File: src/rtl/irqc_pkg.sv
package irqc_pkg;
  localparam int unsigned REG_ADDR_W = 2;
  localparam logic [REG_ADDR_W-1:0] ADDR_STATUS = 2'd0;
  localparam logic [REG_ADDR_W-1:0] ADDR_MASK   = 2'd1;
  localparam logic [REG_ADDR_W-1:0] ADDR_SENSE  = 2'd2;
  localparam logic [REG_ADDR_W-1:0] ADDR_SPARE  = 2'd3;

  typedef enum logic [1:0] {
    SEL_STATUS = 2'd0,
    SEL_MASK   = 2'd1,
    SEL_SENSE  = 2'd2,
    SEL_NONE   = 2'd3
  } reg_sel_e;
endpackage

File: src/rtl/irqc_rst_sync.sv
module irqc_rst_sync #(
  parameter int unsigned STAGES = 2
) (
  input  logic clk_i,
  input  logic rst_ni,
  output logic rst_no
);
  logic [STAGES-1:0] sync_q;
  logic [STAGES-1:0] sync_d;

  always_comb begin
    sync_d = {sync_q[STAGES-2:0], 1'b1};
  end

  always_ff @(posedge clk_i or negedge rst_ni) begin
    if (!rst_ni) begin
      sync_q <= '0;
    end else begin
      sync_q <= sync_d;
    end
  end

  assign rst_no = sync_q[STAGES-1];
endmodule

File: src/rtl/irqc_status_bank.sv
module irqc_status_bank #(
  parameter int unsigned NUM_SRC = 16
) (
  input  logic               clk_i,
  input  logic               rst_ni,
  input  logic [NUM_SRC-1:0] set_i,
  input  logic               clr_en_i,
  input  logic [NUM_SRC-1:0] clr_bits_i,
  output logic [NUM_SRC-1:0] stat_o
);
  logic [NUM_SRC-1:0] stat_q;
  logic [NUM_SRC-1:0] stat_d;
  logic [NUM_SRC-1:0] bit_en;

  for (genvar k = 0; k < NUM_SRC; k++) begin : g_bit
    logic clr_k;

    // Set wins over clear when both land in the same cycle.
    always_comb begin
      clr_k     = clr_en_i & clr_bits_i[k];
      bit_en[k] = set_i[k] | clr_k;
      stat_d[k] = set_i[k] | (stat_q[k] & ~clr_k);
    end

    always_ff @(posedge clk_i or negedge rst_ni) begin
      if (!rst_ni) begin
        stat_q[k] <= 1'b0;
      end else if (bit_en[k]) begin
        stat_q[k] <= stat_d[k];
      end
    end
  end

  assign stat_o = stat_q;
endmodule

File: src/rtl/irqc_mask_reg.sv
module irqc_mask_reg #(
  parameter int unsigned NUM_SRC  = 16,
  parameter int unsigned BOOT_SRC = 9
) (
  input  logic               clk_i,
  input  logic               rst_ni,
  input  logic               wr_en_i,
  input  logic [NUM_SRC-1:0] wr_data_i,
  output logic [NUM_SRC-1:0] mask_o
);
  localparam logic [NUM_SRC-1:0] MASK_RST = ~(NUM_SRC'(1) << BOOT_SRC);

  logic [NUM_SRC-1:0] mask_q;
  logic [NUM_SRC-1:0] mask_d;

  always_comb begin
    mask_d = wr_data_i;
  end

  always_ff @(posedge clk_i or negedge rst_ni) begin
    if (!rst_ni) begin
      mask_q <= MASK_RST;
    end else if (wr_en_i) begin
      mask_q <= mask_d;
    end
  end

  assign mask_o = mask_q;
endmodule

File: src/rtl/irqc_read_mux.sv
module irqc_read_mux
  import irqc_pkg::*;
#(
  parameter int unsigned NUM_SRC = 16
) (
  input  logic [REG_ADDR_W-1:0] addr_i,
  input  logic [NUM_SRC-1:0]    stat_i,
  input  logic [NUM_SRC-1:0]    mask_i,
  input  logic [NUM_SRC-1:0]    sense_i,
  output logic [NUM_SRC-1:0]    rdata_o
);
  reg_sel_e sel;

  always_comb begin
    sel = reg_sel_e'(addr_i);
    unique case (sel)
      SEL_STATUS: rdata_o = stat_i;
      SEL_MASK:   rdata_o = mask_i;
      SEL_SENSE:  rdata_o = sense_i;
      default:    rdata_o = '0;
    endcase
  end
endmodule

File: src/rtl/irq_latch_ctrl.sv
module irq_latch_ctrl
  import irqc_pkg::*;
#(
  parameter int unsigned NUM_SRC  = 16,
  parameter int unsigned BOOT_SRC = 9
) (
  input  logic                  clk_i,
  input  logic                  rst_ni,
  input  logic [NUM_SRC-1:0]    evt_i,
  input  logic [NUM_SRC-1:0]    sense_i,
  input  logic [REG_ADDR_W-1:0] reg_addr_i,
  input  logic                  reg_we_i,
  input  logic [NUM_SRC-1:0]    reg_wdata_i,
  output logic [NUM_SRC-1:0]    reg_rdata_o,
  output logic                  irq_o
);
  logic               rst_n_sync;
  logic               stat_wr;
  logic               mask_wr;
  logic [NUM_SRC-1:0] stat_q;
  logic [NUM_SRC-1:0] mask_q;
  logic [NUM_SRC-1:0] pending;

  always_comb begin
    stat_wr = reg_we_i && (reg_addr_i == ADDR_STATUS);
    mask_wr = reg_we_i && (reg_addr_i == ADDR_MASK);
  end

  irqc_rst_sync #(.STAGES(2)) u_rst (
    .clk_i  (clk_i),
    .rst_ni (rst_ni),
    .rst_no (rst_n_sync)
  );

  irqc_status_bank #(.NUM_SRC(NUM_SRC)) u_stat (
    .clk_i      (clk_i),
    .rst_ni     (rst_n_sync),
    .set_i      (evt_i),
    .clr_en_i   (stat_wr),
    .clr_bits_i (reg_wdata_i),
    .stat_o     (stat_q)
  );

  irqc_mask_reg #(.NUM_SRC(NUM_SRC), .BOOT_SRC(BOOT_SRC)) u_mask (
    .clk_i     (clk_i),
    .rst_ni    (rst_n_sync),
    .wr_en_i   (mask_wr),
    .wr_data_i (reg_wdata_i),
    .mask_o    (mask_q)
  );

  irqc_read_mux #(.NUM_SRC(NUM_SRC)) u_rd (
    .addr_i  (reg_addr_i),
    .stat_i  (stat_q),
    .mask_i  (mask_q),
    .sense_i (sense_i),
    .rdata_o (reg_rdata_o)
  );

  always_comb begin
    pending = stat_q & ~mask_q;
    irq_o   = |pending;
  end
endmodule

File: config.mk
export PLATFORM = sky130hd
export DESIGN_NAME = irq_latch_ctrl
export DESIGN_NICKNAME = d
export VERILOG_FILES = /design/src/rtl/irqc_pkg.sv /design/src/rtl/irqc_rst_sync.sv /design/src/rtl/irqc_status_bank.sv /design/src/rtl/irqc_mask_reg.sv /design/src/rtl/irqc_read_mux.sv /design/src/rtl/irq_latch_ctrl.sv
export SDC_FILE = /design/constraint.sdc
export NUM_CORES = 1
export LEC_CHECK = 0
export BUFFER_PORTS_ARGS = -buffer_cell sky130_fd_sc_hd__buf_2
export CAP_MARGIN = 20
export CORE_ASPECT_RATIO = 1.5
export CORE_UTILIZATION = 49
export CTS_CLUSTER_DIAMETER = 40
export CTS_CLUSTER_SIZE = 24
export DETAILED_ROUTE_END_ITERATION = 8
export GPL_ROUTABILITY_DRIVEN = 0
export PLACE_DENSITY = 0.83
export SLEW_MARGIN = 20
export SYNTH_ARGS = -nofsm -noshare
export SYNTH_HDL_FRONTEND = slang
export SYNTH_HIERARCHICAL = 1
export SYNTH_SLANG_ARGS = --single-unit
File: constraint.sdc
create_clock -name clk_i -period 1.8 [get_ports clk_i]
set_clock_uncertainty 0.2 [all_clocks]
set_input_delay 0.27 -clock clk_i [delete_from_list [all_inputs] [get_ports clk_i]]
set_output_delay 0.27 -clock clk_i [all_outputs]
set_load 0.03 [all_outputs]
**After elaboration in Yosys (flattened, before gate mapping)**

Cells that the tools add are included.

- Bits in registers: 34
- Input bits: 53
- Output and inout bits: 17
- Word-level logic and storage cells: 107

- Eq/ne operators: 2
- Mux-type cells: 1
- Bitwise operators: 82
- Reduce and logical (&&, ||, !) cells: 4

Operator list:

| operator | number |
|---|---|
| case mux 16 bit (3 select lines) | 1 |
| bitwise AND 1 bit | 32 |
| OR 1 bit | 32 |
| bitwise AND 16 bit | 1 |
| NOT 1 bit | 16 |
| NOT 16 bit | 1 |
| OR reduction 16 bit | 1 |
| == test 2 x 1 -> 1 bit (second input constant) | 1 |
| == test 2 bit (second input constant) | 1 |
| logical AND 1 bit | 2 |
| logical NOT 2 bit | 1 |

**Depth between registers and ports, before layout**

- Depth in word-level cells: 6
- Mapped depth: 5
- Gate-level depth less buffers: 3

**Cells and area by module**

The synthesis kept the hierarchy.

Modules (own cells, without submodules):

| module | times used | cells each | area each (um^2) | sequential area each (um^2) |
|---|---|---|---|---|
| irqc_mask_reg | 1 | 34 | 668.1 | 419.2 |
| irqc_status_bank | 1 | 50 | 611.8 | 400.4 |
| irqc_read_mux | 1 | 39 | 381.6 | 0.0 |
| irq_latch_ctrl | 1 | 23 | 195.2 | 0.0 |
| irqc_rst_sync | 1 | 3 | 53.8 | 50.0 |

**Worst setup path before layout**

Ideal clock, no wire load.

- Path kind: register to output
- From: register u_mask.mask_q[15], in the netlist u_mask/mask_o[15]
- To: output port irq_o
- Data arrival time: 1.250 ns
- Required time: 1.330 ns
- Setup slack: 0.080 ns
- Stages on the path, launching flop included: 4
- Path buffers: 0
- Path through: dfstp_2 -> nor2b_4 -> a2111oi_2 -> nand4_1

- Word-level cells in the longest chain between the ends: 3

RTL lines:

| item | line | RTL |
|---|---|---|
| start: declaration | irqc_mask_reg.sv:13 | `logic [NUM_SRC-1:0] mask_q;` |
| start signal: assignment | irqc_mask_reg.sv:24 | `mask_q <= mask_d;` |
| NOT 16 bit | irq_latch_ctrl.sv:61 | `pending = stat_q & ~mask_q;` |
| bitwise AND 16 bit | irq_latch_ctrl.sv:61 |  |
| OR reduction 16 bit | irq_latch_ctrl.sv:62 | `irq_o = \|pending;` |
| end: declaration | irq_latch_ctrl.sv:15 | `output logic irq_o` |

No other way between the ends.

**Worst setup path in the final report**

- From: register u_mask.mask_q[13], in the netlist u_mask/mask_o[13]
- To: output port irq_o

Same word-level chain as after synthesis.

==> metrics.txt <==
# TYPE chip_impl_metric gauge
chip_impl_metric{name="top_level_ports",unit=""} 70
chip_impl_metric{name="setup_violations",unit=""} 1
chip_impl_metric{name="post_synth.cell_area_avg",unit="µm²"} 12.8
chip_impl_metric{name="fp.dieW",unit="µm"} 53.0
chip_impl_metric{name="total_wirelength",unit="µm"} 4380
chip_impl_metric{name="sequential_element_share_of_the_synthesized_area",unit="%"} 45.5
chip_impl_metric{name="area_delta_synth_final",unit="%"} 38.1
chip_impl_metric{name="grt_remaining_overflow",unit=""} 0
chip_impl_metric{name="p_leak",unit="nW"} 1.18
chip_impl_metric{name="fillCellCount",unit=""} 275
chip_impl_metric{name="fin_cells",unit=""} 292
chip_impl_info{name="timing.setup.critical_path_class",value="reg2out"} 1
chip_impl_metric{name="period_share",unit="%"} 111
chip_impl_metric{name="yosys_register_bits",unit=""} 34
chip_impl_info{name="rsz0062_at_grt",value="true"} 1
chip_impl_metric{name="firstDrtPassIters",unit=""} 4
chip_impl_metric{name="fp.dieArea",unit="µm²"} 4160
chip_impl_metric{name="num_rows",unit=""} 27
chip_impl_metric{name="worstPathRequired",unit="ns"} 1.33
chip_impl_metric{name="core-area",unit="µm²"} 3720
chip_impl_metric{name="synth.distinct_cells",unit=""} 20
chip_impl_metric{name="clk_sinks",unit=""} 34
chip_impl_metric{name="layout_cell_share_with_drive_strength_beyond_1",unit="%"} 53.0
chip_impl_info{name="cts-root-buf",value="sky130_fd_sc_hd__clkbuf_8"} 1
chip_impl_metric{name="achievable-frequency",unit="GHz"} 0.499
chip_impl_metric{name="start_util",unit="%"} 51.4
chip_impl_metric{name="antenna_cells",unit=""} 0
chip_impl_metric{name="post_drt_via_cell_ratio",unit=""} 5.25
chip_impl_metric{name="synth_edf_count",unit=""} 0
chip_impl_metric{name="post_synth_top_area_share",unit="%"} 24.9
chip_impl_info{name="ys_top_cells_by_area",value="sky130_fd_sc_hd__dfrtp_1 25%, sky130_fd_sc_hd__dfstp_2 21%, sky130_fd_sc_hd__mux2i_1 8.4%, sky130_fd_sc_hd__mux2_4 7.9%, sky130_fd_sc_hd__o2bb2ai_1 7.3%"} 1
chip_impl_metric{name="io_buffers",unit=""} 69
chip_impl_metric{name="period_minus_slack",unit="ns"} 2.00
chip_impl_metric{name="tns",unit="ns"} -0.202
chip_impl_info{name="tritoncts",value="yes"} 1
chip_impl_metric{name="antenna_violating_nets_post_route",unit=""} 0
chip_impl_metric{name="htree_levels",unit=""} 2
chip_impl_info{name="synthDominantAreaCellType",value="sky130_fd_sc_hd__dfrtp_1"} 1
chip_impl_metric{name="setup_slack",unit="ns"} -0.202
chip_impl_info{name="failed_checks",value="negative setup slack"} 1
chip_impl_metric{name="dp.cells",unit=""} 261
chip_impl_info{name="cp-end-kind",value="output pin"} 1
chip_impl_metric{name="die-height",unit="µm"} 78.5
chip_impl_metric{name="global_route.usage.total",unit="%"} 23.7
chip_impl_metric{name="dr_total_vias",unit=""} 1533
chip_impl_metric{name="final_max_slew_viol_count",unit=""} 0
chip_impl_info{name="outcome",value="finished with violations"} 1
chip_impl_metric{name="post_cts_clock_slew_at_the_launch_and_capture_registers_of_the_worst_setup_and_hold_paths",unit="ns"} 0.06
chip_impl_metric{name="worst_voltage_drop_across_the_vdd_grid",unit="µV"} 587
chip_impl_metric{name="synth.net_count",unit=""} 202
chip_impl_metric{name="first_global_vias",unit=""} 1549
chip_impl_metric{name="drv.max_cap_violation_count",unit=""} 0
chip_impl_metric{name="wire_per_inst",unit="µm"} 15.0
chip_impl_info{name="cp-start-kind",value="flop"} 1
chip_impl_metric{name="synthesis.area",unit="µm²"} 1910
chip_impl_metric{name="first_iter_violations",unit=""} 38
chip_impl_metric{name="worst_ep_arrival_time",unit="ns"} 1.53
chip_impl_metric{name="drc",unit=""} 0
chip_impl_metric{name="finalNetCount",unit=""} 301
chip_impl_metric{name="ys_warn_count",unit=""} 6
chip_impl_metric{name="cts.path.max_buffers",unit=""} 2
chip_impl_metric{name="grt_first_pass_wirelength",unit="µm"} 7030
chip_impl_info{name="synthMostInstantiatedCell",value="sky130_fd_sc_hd__dfrtp_1"} 1
chip_impl_info{name="timing.hold.worst.class",value="in2reg"} 1
chip_impl_metric{name="path_max_fanout",unit=""} 2
chip_impl_metric{name="maximum_number_of_pins_on_one_net_before_global_route_repair",unit=""} 33
chip_impl_metric{name="post_synth_inst_count",unit=""} 149
chip_impl_metric{name="hold-worst-slack",unit="ns"} 0.0374
chip_impl_metric{name="ys_async_rst_share",unit="%"} 100
chip_impl_metric{name="number_of_clock_buffers_inserted_by_tritoncts",unit=""} 5
chip_impl_info{name="synthFlopType",value="sky130_fd_sc_hd__dfrtp_1"} 1
chip_impl_metric{name="hpwlAfterDp",unit="µm"} 3170
chip_impl_metric{name="power_per_cell_area",unit="nW/µm²"} 798
chip_impl_info{name="leading_post_synthesis_cells_by_instance_count",value="19 x sky130_fd_sc_hd__dfrtp_1, 16 x sky130_fd_sc_hd__a21o_1, 16 x sky130_fd_sc_hd__mux2i_1, 16 x sky130_fd_sc_hd__nand2_1, 16 x sky130_fd_sc_hd__o2bb2ai_1"} 1
chip_impl_metric{name="antenna_found_initial",unit=""} 0
chip_impl_metric{name="worst_skew_pair_later_pin_latency",unit="ns"} 0.28
chip_impl_metric{name="finalHoldViolations",unit=""} 0
==> what timing repair did <==
action / in CTS / in global routing
setup endpoints to repair: 1 / 2
setup buffers: 6 / 0
pin swaps: 5 / 1
resized for setup: 6 / 4
hold buffers: 17 / 0
endpoints found under the hold margin: 18 / 0
==> area by class of cell <==
| class | instances | area, µm² | share of cell area [%] |
|---|---|---|---|
| multi-input combinational | 101 | 951 | 36.0 |
| timing repair buffer | 102 | 669 | 25.4 |
| inverter | 4 | 15.0 | 0.569 |
| sequential | 34 | 870 | 33.0 |
| tap | 43 | 53.8 | 2.04 |
| clock buffer | 8 | 80.1 | 3.03 |
==> metrics by stage <==
step | area [µm²] | util, % | power (mW) | setup slack (ns)
finish | 2640 | 71.0 | 2.11 | -0.202
global route | 2640 | 71.0 | 2.21 | -0.289
CTS | 2620 | 70.6 | 2.11 | -0.226
detailed placement | 2280 | 61.5 | 1.48 | 0.0217
global placement | 2280 | 61.5 | 1.46 | 0.0501
floorplan | 1910 | - | 1.32 | 0.0798
==> final timing paths <==
check                                   from                 to  slack, ns  cells after the start
max                        u_mask/mask_o[13]              irq_o      -0.20                      4
max reg2reg                 u_mask/mask_o[0]   u_mask/mask_o[0]       0.73                      2
min in group asynchronous    u_rst/sync_q[1]  u_stat/stat_o[11]       0.06                      1
min                          reg_wdata_i[12]  u_mask/mask_o[12]       0.04                      2
min reg2reg                  u_rst/sync_q[1]  u_stat/stat_o[11]       0.06                      1
max in group asynchronous    u_rst/sync_q[1]   u_mask/mask_o[8]       1.00                      1
==> logic make-up (layout without fill, tap and decap cells) <==
kind of cell           count (synthesis)  count (layout)  share of synthesized area, %
AO/OA/AOI/OAI                         36              36                          16.8
buffers and inverters                 14             114                          7.60
flip-flops                            34              34                          45.5
multiplexers                          32              32                          19.8
other                                  1               1                         0.196
AND/OR/NAND/NOR                       32              32                          10.2
==> power breakdown <==
group / internal [mW] / switching (mW)
Sequential: 0.896 / 0.0691
Combinational: 0.315 / 0.296
Clock: 0.274 / 0.254
==> layout by cell type, fill, tap and decap left out, types with 3 or more instances in the layout <==
cell type / synthesis / routed
sky130_fd_sc_hd__nor2b_1: 9 / 9
sky130_fd_sc_hd__a21o_1: 16 / 16
sky130_fd_sc_hd__clkbuf_8: 0 / 5
sky130_fd_sc_hd__dfrtp_1: 19 / 19
sky130_fd_sc_hd__mux2_2: 6 / 6
sky130_fd_sc_hd__buf_2: 0 / 67
sky130_fd_sc_hd__nand2_1: 16 / 16
sky130_fd_sc_hd__mux2i_1: 16 / 16
sky130_fd_sc_hd__nor2b_4: 4 / 4
sky130_fd_sc_hd__o2bb2ai_1: 16 / 16
sky130_fd_sc_hd__dfstp_2: 15 / 15
sky130_fd_sc_hd__mux2_4: 10 / 10
sky130_fd_sc_hd__a2111oi_4: 0 / 4
sky130_fd_sc_hd__buf_4: 0 / 15
sky130_fd_sc_hd__dlygate4sd3_1: 0 / 17
sky130_fd_sc_hd__clkbuf_1: 1 / 3
==> registers in the layout, indices dropped and copies added, names as in the netlist <==
signal / flops
u_mask/mask_o: 16
u_stat/stat_o: 16
u_rst/sync_q: 2
==> critical path: stages (launching register included) <==
cell,delay [ns]
sky130_fd_sc_hd__dfstp_2,0.54
sky130_fd_sc_hd__inv_2,0.04
sky130_fd_sc_hd__a2111oi_4,0.33
sky130_fd_sc_hd__nand4_1,0.16
sky130_fd_sc_hd__buf_6,0.17
==> metal layers <==
| layer | part of all wire (%) | global-route usage [%] | wire length (µm) |
|---|---|---|---|
| met4 | 1.3 | 7.63 | 57 |
| met2 | 54 | 40.8 | 2350 |
| met5 | 0 | 0 | 0 |
| met1 | 41 | 27.8 | 1800 |
| met3 | 4.0 | 6.01 | 177 |
Power figures use the tool's default switching activity.
